**src/rtl/ccd_tag_pkg.sv**
```systemverilog
package ccd_tag_pkg;

    typedef enum logic [2:0] {
        TAG_DUMMY = 3'd0,
        TAG_LDARK = 3'd1,
        TAG_DLINE = 3'd2,
        TAG_BUF   = 3'd3,
        TAG_ACT   = 3'd4,
        TAG_OVER  = 3'd5
    } region_t;

    typedef enum logic [2:0] {
        ST_IDLE  = 3'd0,
        ST_DUMMY = 3'd1,
        ST_DARK  = 3'd2,
        ST_BODY  = 3'd3,
        ST_HOVER = 3'd4
    } colst_t;

endpackage

```
**src/rtl/ccd_col_fsm.sv**
```systemverilog
module ccd_col_fsm
    import ccd_tag_pkg::*;
#(
    parameter int COL_W     = 14,
    parameter int DUMMY_CNT = 20,
    parameter int DARK_CNT  = 36,
    parameter int LINE_CNT  = 4641
) (
    input  logic             clk,
    input  logic             rst_n,
    input  logic             strobe,
    input  logic             line_go,
    input  logic             frame_go,
    output colst_t           state,
    output logic [COL_W-1:0] col,
    output logic             restart,
    output logic             take,
    output logic             line_adv,
    output logic             short_line
);

    localparam logic [COL_W-1:0] C_DUMMY_LAST = COL_W'(DUMMY_CNT - 1);
    localparam logic [COL_W-1:0] C_DARK_LAST  = COL_W'(DUMMY_CNT + DARK_CNT - 1);
    localparam logic [COL_W-1:0] C_LINE_LAST  = COL_W'(LINE_CNT - 1);
    localparam logic [COL_W-1:0] C_LINE       = COL_W'(LINE_CNT);

    colst_t state_q, state_d;
    logic [COL_W-1:0] col_q;

    // outputs of the phase machine
    always_comb begin
        restart    = frame_go | (line_go && state_q != ST_IDLE);
        take       = strobe && !restart && state_q != ST_IDLE;
        line_adv   = line_go && !frame_go && state_q != ST_IDLE;
        short_line = line_adv && col_q != '0 && col_q < C_LINE;
    end

    // next-state logic
    always_comb begin
        state_d = state_q;
        if (restart) begin
            state_d = ST_DUMMY;
        end else if (take) begin
            unique case (state_q)
                ST_DUMMY: if (col_q == C_DUMMY_LAST) state_d = ST_DARK;
                ST_DARK:  if (col_q == C_DARK_LAST)  state_d = ST_BODY;
                ST_BODY:  if (col_q == C_LINE_LAST)  state_d = ST_HOVER;
                ST_HOVER: state_d = ST_HOVER;
                default:  state_d = state_q;
            endcase
        end
    end

    // state register and column counter
    always_ff @(posedge clk) begin
        if (!rst_n) begin
            state_q <= ST_IDLE;
            col_q   <= '0;
        end else begin
            state_q <= state_d;
            if (restart)
                col_q <= '0;
            else if (take && col_q != '1)
                col_q <= col_q + 1'b1;
        end
    end

    assign state = state_q;
    assign col   = col_q;

endmodule

```
**src/rtl/ccd_row_track.sv**
```systemverilog
module ccd_row_track #(
    parameter int ROW_W         = 13,
    parameter int TOP_DARK_ROWS = 30,
    parameter int ROW_BUF       = 20,
    parameter int ACTIVE_ROWS   = 3600,
    parameter int TOTAL_ROWS    = 3695,
    parameter int BOT_DARK_ROWS = 23
) (
    input  logic             clk,
    input  logic             rst_n,
    input  logic             frame_go,
    input  logic             line_adv,
    output logic [ROW_W-1:0] row,
    output logic             row_dark,
    output logic             row_active,
    output logic             row_over
);

    localparam logic [ROW_W-1:0] R_TOP    = ROW_W'(TOP_DARK_ROWS);
    localparam logic [ROW_W-1:0] R_ACT_LO = ROW_W'(TOP_DARK_ROWS + ROW_BUF);
    localparam logic [ROW_W-1:0] R_ACT_HI = ROW_W'(TOP_DARK_ROWS + ROW_BUF + ACTIVE_ROWS);
    localparam logic [ROW_W-1:0] R_BOT_LO = ROW_W'(TOTAL_ROWS - BOT_DARK_ROWS);
    localparam logic [ROW_W-1:0] R_TOTAL  = ROW_W'(TOTAL_ROWS);

    logic [ROW_W-1:0] row_q;

    always_ff @(posedge clk) begin
        if (!rst_n)
            row_q <= '0;
        else if (frame_go)
            row_q <= '0;
        else if (line_adv && row_q != '1)
            row_q <= row_q + 1'b1;
    end

    always_comb begin
        row_over   = row_q >= R_TOTAL;
        row_dark   = !row_over && (row_q < R_TOP || row_q >= R_BOT_LO);
        row_active = row_q >= R_ACT_LO && row_q < R_ACT_HI;
    end

    assign row = row_q;

endmodule

```
**src/rtl/ccd_dark_avg.sv**
```systemverilog
module ccd_dark_avg #(
    parameter int DATA_W    = 16,
    parameter int COL_W     = 14,
    parameter int DUMMY_CNT = 20,
    parameter int DARK_CNT  = 36,
    parameter int DARK_DROP = 4
) (
    input  logic              clk,
    input  logic              rst_n,
    input  logic              restart,
    input  logic              take,
    input  logic              in_dark,
    input  logic              row_over,
    input  logic [COL_W-1:0]  col,
    input  logic [DATA_W-1:0] data,
    output logic [DATA_W-1:0] avg_o,
    output logic              avg_valid_o
);

    localparam int SHIFT = $clog2(DARK_CNT - DARK_DROP);
    localparam int ACC_W = DATA_W + $clog2(DARK_CNT) + 1;
    localparam logic [COL_W-1:0] C_KEEP_LO = COL_W'(DUMMY_CNT + DARK_DROP);
    localparam logic [COL_W-1:0] C_LAST    = COL_W'(DUMMY_CNT + DARK_CNT - 1);

    logic [ACC_W-1:0] acc_q;
    logic [ACC_W-1:0] sum_c;
    logic             keep_c;

    always_comb begin
        keep_c = take && in_dark && col >= C_KEEP_LO;
        sum_c  = acc_q + {{(ACC_W-DATA_W){1'b0}}, data};
    end

    always_ff @(posedge clk) begin
        if (!rst_n) begin
            acc_q       <= '0;
            avg_o       <= '0;
            avg_valid_o <= 1'b0;
        end else begin
            avg_valid_o <= 1'b0;
            if (restart) begin
                acc_q <= '0;
            end else if (keep_c) begin
                acc_q <= sum_c;
                if (col == C_LAST) begin
                    avg_o       <= DATA_W'(sum_c >> SHIFT);
                    avg_valid_o <= !row_over;
                end
            end
        end
    end

endmodule

```
**src/rtl/pixel_region_tagger.sv**
```systemverilog
module pixel_region_tagger
    import ccd_tag_pkg::*;
#(
    parameter int DATA_W        = 16,
    parameter int DUMMY_CNT     = 20,
    parameter int DARK_CNT      = 36,
    parameter int DARK_DROP     = 4,
    parameter int BUF_CNT       = 20,
    parameter int ACTIVE_COLS   = 4500,
    parameter int LINE_CNT      = 4641,
    parameter int TOP_DARK_ROWS = 30,
    parameter int ROW_BUF       = 20,
    parameter int ACTIVE_ROWS   = 3600,
    parameter int TOTAL_ROWS    = 3695,
    parameter int BOT_DARK_ROWS = 23,
    parameter int COL_W         = $clog2(LINE_CNT) + 1,
    parameter int ROW_W         = $clog2(TOTAL_ROWS) + 1
) (
    input  logic              clk,
    input  logic              rst_n,
    input  logic              pix_strobe,
    input  logic              line_start,
    input  logic              frame_start,
    input  logic [DATA_W-1:0] pix_data,
    output logic [2:0]        tag_o,
    output logic              pix_valid_o,
    output logic [ROW_W-1:0]  row_o,
    output logic [COL_W-1:0]  col_o,
    output logic [DATA_W-1:0] black_level_o,
    output logic              black_valid_o,
    output logic              line_err_o
);

    localparam logic [COL_W-1:0] C_ACT_LO = COL_W'(DUMMY_CNT + DARK_CNT + BUF_CNT);
    localparam logic [COL_W-1:0] C_ACT_HI = COL_W'(DUMMY_CNT + DARK_CNT + BUF_CNT + ACTIVE_COLS);

    colst_t           state;
    logic [COL_W-1:0] col;
    logic             restart, take, line_adv, short_line;
    logic [ROW_W-1:0] row;
    logic             row_dark, row_active, row_over;
    region_t          tag_c;
    logic             col_act;

    ccd_col_fsm #(
        .COL_W(COL_W), .DUMMY_CNT(DUMMY_CNT), .DARK_CNT(DARK_CNT), .LINE_CNT(LINE_CNT)
    ) u_col (
        .clk(clk), .rst_n(rst_n), .strobe(pix_strobe), .line_go(line_start),
        .frame_go(frame_start), .state(state), .col(col), .restart(restart),
        .take(take), .line_adv(line_adv), .short_line(short_line)
    );

    ccd_row_track #(
        .ROW_W(ROW_W), .TOP_DARK_ROWS(TOP_DARK_ROWS), .ROW_BUF(ROW_BUF),
        .ACTIVE_ROWS(ACTIVE_ROWS), .TOTAL_ROWS(TOTAL_ROWS), .BOT_DARK_ROWS(BOT_DARK_ROWS)
    ) u_row (
        .clk(clk), .rst_n(rst_n), .frame_go(frame_start), .line_adv(line_adv),
        .row(row), .row_dark(row_dark), .row_active(row_active), .row_over(row_over)
    );

    ccd_dark_avg #(
        .DATA_W(DATA_W), .COL_W(COL_W), .DUMMY_CNT(DUMMY_CNT),
        .DARK_CNT(DARK_CNT), .DARK_DROP(DARK_DROP)
    ) u_avg (
        .clk(clk), .rst_n(rst_n), .restart(restart), .take(take),
        .in_dark(state == ST_DARK), .row_over(row_over), .col(col), .data(pix_data),
        .avg_o(black_level_o), .avg_valid_o(black_valid_o)
    );

    // region decode of the sample being accepted
    always_comb begin
        col_act = col >= C_ACT_LO && col < C_ACT_HI;
        tag_c   = TAG_BUF;
        if (row_over) begin
            tag_c = TAG_OVER;
        end else begin
            unique case (state)
                ST_DUMMY: tag_c = TAG_DUMMY;
                ST_DARK:  tag_c = TAG_LDARK;
                ST_HOVER: tag_c = TAG_OVER;
                ST_BODY: begin
                    if (row_dark)                tag_c = TAG_DLINE;
                    else if (row_active && col_act) tag_c = TAG_ACT;
                    else                         tag_c = TAG_BUF;
                end
                default:  tag_c = TAG_BUF;
            endcase
        end
    end

    always_ff @(posedge clk) begin
        if (!rst_n) begin
            tag_o       <= '0;
            pix_valid_o <= 1'b0;
            row_o       <= '0;
            col_o       <= '0;
            line_err_o  <= 1'b0;
        end else begin
            pix_valid_o <= take;
            if (take) begin
                tag_o <= tag_c;
                row_o <= row;
                col_o <= col;
            end
            if (short_line)
                line_err_o <= 1'b1;
        end
    end

endmodule

```
**config.mk**
```make
export PLATFORM = sky130hd
export DESIGN_NAME = pixel_region_tagger
export DESIGN_NICKNAME = d
export VERILOG_FILES = /design/src/rtl/ccd_tag_pkg.sv /design/src/rtl/ccd_col_fsm.sv /design/src/rtl/ccd_row_track.sv /design/src/rtl/ccd_dark_avg.sv /design/src/rtl/pixel_region_tagger.sv
export SDC_FILE = /design/constraint.sdc
export NUM_CORES = 1
export LEC_CHECK = 0
export BUFFER_PORTS_ARGS = -buffer_cell sky130_fd_sc_hd__buf_2
export CAP_MARGIN = 20
export CORE_MARGIN = 2
export CORE_UTILIZATION = 45
export CTS_CLUSTER_DIAMETER = 120
export CTS_CLUSTER_SIZE = 12
export DETAILED_ROUTE_END_ITERATION = 8
export GPL_ROUTABILITY_DRIVEN = 0
export SYNTH_ARGS = -nofsm -noshare
export SYNTH_HDL_FRONTEND = slang
export SYNTH_SLANG_ARGS = --single-unit
```
**constraint.sdc**
```tcl
create_clock -name clk -period 2.6 [get_ports clk]
set_input_delay 0.13 -clock clk [delete_from_list [all_inputs] [get_ports clk]]
set_output_delay 0.13 -clock clk [all_outputs]
set_load 0.01 [all_outputs]
```
==> metrics.yaml <==
global_routing:
  antenna_found_initial: 0
  grt_usage_pct: 22.87
  grt_max_degree: 47
  grt_pass1_wl_mm: 23.70
  grt-ovfl-total: 0
  grt_pass1_vias: 4690
synthesis:
  ys_types: 63
  synth_area_per_cell_sq_um: 7.807
  synth-main-ff-cell: "dfxtp_1"
  yosys_register_bits: 100
  syn-instance-count: 684
  ys_seq_area_share_pct: 37.49
  synthArstFlopShare_pct: 0
  synth_area_sq_um: 5340
  ys_warn_count: 0
  synth_fp_nets: 726
  synth_edf_count: 0
critical_path:
  r2r.worst_path.cells: 8
  required_ns: 2.84
  cp-endpoint: "u_avg.acc_q[15]"
  critPathMaxStageDelay_ns: 0.40
  cp_top_family: "compound AO/OA/AOI/OAI gates"
  startpoint: "u_avg.acc_q[4]"
  crit_buf_inv: 0
  crit_type: "register to register"
  worst_path_max_delay_cell: "nor4bb_2"
  cp_cell_sequence: "ha_1 -> a21o_1 -> a31oi_1 -> a21oi_2 -> nor4bb_2 -> nor3b_2 -> mux2i_1 -> a311o_1"
  path_max_fanout: 5
  start_kind: "register"
  reg2reg_slack_ns: 0.18
  r2r_start: "u_avg.acc_q[4]"
  path_depth: 8
  crit_arrival_ns: 2.66
  rr_endpoint: "u_avg.acc_q[15]"
  cp-end-kind: "register"
place:
  dpl.hpwl_mm: 10.15
  dp.cells: 866
  pre_cts_slack_ns: 0.1343
  io_buffers: 69
layout:
  area_delta_synth_final_pct: 14.90
  post-route-util_pct: 53.28
  n_antenna_cell: 0
  drive_above_1_share_pct: 16.10
  num-fill-cells: 1130
  num-nets-final: 776
  stdcell_count: 882
timing:
  finalMaxSlewViolations: 0
  post-route-period-util_pct: 93.06
  final-setup-viol-count: 0
  finalCriticalPeriod_ns: 2.420
  maxSlewHeadroom_pct: 44.66
  fmax_mhz: 413.3
  fin_hold_ws_ns: 0.1531
  rsz0062_at_grt: "false"
  layout_setup_ws_ns: 0.1804
  tightest_slew_ns: 0.8289
  final-hold-violation-count: 0
  fin_skew_ns: 0.006275
  finalSetupTns_ns: 0
drt:
  drc_errors: 4
  antenna_left: 0
  drt_pass1_iterations: 6
  vias_per_cell: 5.684
  detail_route.wl_per_cell_um: 15.80
  vias: 5013
  drtIter0Drc: 428
  wl_mm: 13.94
power:
  p_per_area_nw_per_um2: 501.7
  power_leakage_nw: 2.366
  p_comb_share_pct: 4.8
  internal_power_w: 0.002383
  swShare_pct: 22.60
  ir_drop_mv: 0.3459
  clock_power_share_pct: 45.2
  p_seq_share_pct: 50.0
  p_sw_w: 0.0006958
clock_tree:
  postCtsHoldBufs: 0
  root_buffer: "clkbuf_16"
  cts.sinks: 100
  clk_pin_slew_ns: 0.07
  cts_buffers: 9
  h-tree-depth: 3
  post-cts-setup-buffers: 0
  clockBufferDepth: 2
  cts_resized: 0
  cts_tree: "built"
  clkLatencyLatePin_ns: 0.35
floorplan:
  fp.dieW_um: 112.9
  fp.dieH_um: 112.9
  die-area_sq_um: 12750
  rows: 39
  start_util_pct: 46.37
  ios: 70
  coreArea_sq_um: 11520
run_status:
  status: "finished, violations left"
  violations: "DRC"
flow_run:
  max_cap_violations: 0
hold_path:
  hold_path.class: "input pin to register"
cell type report:
cell class	instances	area, sq um	share of cell area (%)
Timing Repair Buffer	88	500.5	8.157
Inverter	13	48.80	0.7953
Clock inverter	5	57.56	0.9380
Sequential cell	100	2002	32.63
Clock buffer	11	252.7	4.119
Tap cell	143	178.9	2.916
Multi-Input combinational cell	522	3095	50.45
sequential cells by signal, indices dropped and copies added (netlist names):
signal and cells:
col_o 14, tag_o 3, u_col.state 3, u_avg.avg_valid_o 1, line_err_o 1, row_o 13
u_col.col 14, u_avg.acc_q 21, u_row.row 13, u_avg.avg_o 16, pix_valid_o 1
worst min-delay path, delay by kind of cell:
| family | cells | cell delay (ns) |
|---|---|---|
| compound gates | 1 | 0.10 |
| fa+ha+maj | 1 | 0.12 |
| simple gates | 1 | 0.04 |
| buf+inv | 1 | 0.08 |
placed cells by master (no fill, tap or decap), types with 3 or more instances in the layout:
master / instances
nand2_1: 120
dfxtp_1: 100
nor2_1: 77
buf_2: 69
a21oi_1: 63
nand3_1: 28
xor2_1: 20
ha_1: 20
o21ai_0: 19
xnor2_1: 18
buf_4: 18
nor4_1: 13
a31oi_1: 13
nand4_1: 13
inv_1: 12
nor3_1: 11
clkbuf_16: 9
and3_1: 7
a211oi_1: 7
nand2b_1: 6
and4_1: 6
mux2i_1: 6
a21o_1: 5
o21a_1: 5
or3_1: 5
nor2b_1: 4
nand4b_1: 4
nor3_2: 3
o211ai_1: 3
o2111ai_1: 3
or4_1: 3
through the flow:
step / power (W) / cell area, sq um
finish: 0.003079 / 6136
CTS: 0.003112 / 6125
global placement: 0.001719 / 5814
detailed placement: 0.001721 / 5814
global route: 0.003186 / 6136
floorplan: 0.001666 / 5340
how the worst min path moves through the flow:
stage / depth (start not counted) / endpoint / slack [ns] / from
after floorplan: 2 / u_row.row[0] / 0.40 / frame_start
after global routing: 4 / u_avg.acc_q[0] / 0.19 / pix_data[0]
final: 4 / u_avg.acc_q[0] / 0.15 / pix_data[0]
after CTS: 4 / u_avg.acc_q[0] / 0.15 / pix_data[0]
after detailed placement: 2 / col_o[7] / 0.44 / col_o[7]
after global placement: 2 / u_avg.avg_o[0] / 0.44 / u_avg.avg_o[0]
metal layers:
metal	GRT usage, %	wire length (um)	vias up
met5	0	0	-
met4	6.504	175	0
met3	5.945	853	14
met2	34.66	6067	124
met1	32.31	6839	2367
li1	-	-	2508
power groups by stage:
| stage | combinational [W] | sequential [W] | clock [W] |
|---|---|---|---|
| after floorplan | 0.0000946 | 0.00157 | 0 |
| after global placement | 0.000145 | 0.00157 | 0 |
| after detailed placement | 0.000147 | 0.00157 | 0 |
| after CTS | 0.000148 | 0.00154 | 0.00143 |
| after global routing | 0.000166 | 0.00154 | 0.00148 |
| final | 0.000149 | 0.00154 | 0.00139 |
cells by family (layout without fill, tap and decap cells):
family	Yosys count	count (layout)	synth area share, %
compound gates	146	146	17.46
simple gates	311	311	27.48
buf+inv	62	117	5.154
fa+ha+maj	21	21	5.061
mux	6	6	1.125
xor+xnor	38	38	6.232
flops	100	100	37.49
synth_stat cells (3+ instances only):
cell type	number	area share (%)
or3_1	5	0.59
ha_1	20	4.7
clkbuf_1	33	2.3
buf_6	3	0.63
nand4b_1	4	0.66
o211ai_1	3	0.42
nor4_1	13	1.5
buf_4	3	0.42
inv_1	12	0.84
nor2_1	77	5.4
and3_1	7	0.82
buf_1	3	0.21
a21oi_1	63	5.9
nand2b_1	6	0.70
o2111ai_1	3	0.49
o311ai_1	3	0.49
or4_1	3	0.42
o21ai_0	20	1.9
o21a_1	5	0.70
nand3_1	28	2.6
nand4_1	13	1.5
a21o_1	5	0.70
nand2_1	120	8.4
xor2_1	20	3.3
a211oi_1	7	0.98
and4_1	6	0.98
nor3_1	12	1.1
mux2i_1	6	1.1
buf_2	7	0.66
xnor2_1	18	3.0
nor2b_1	4	0.47
a31oi_1	13	1.5
dfxtp_1	100	37
Power figures use the tool's default switching activity.
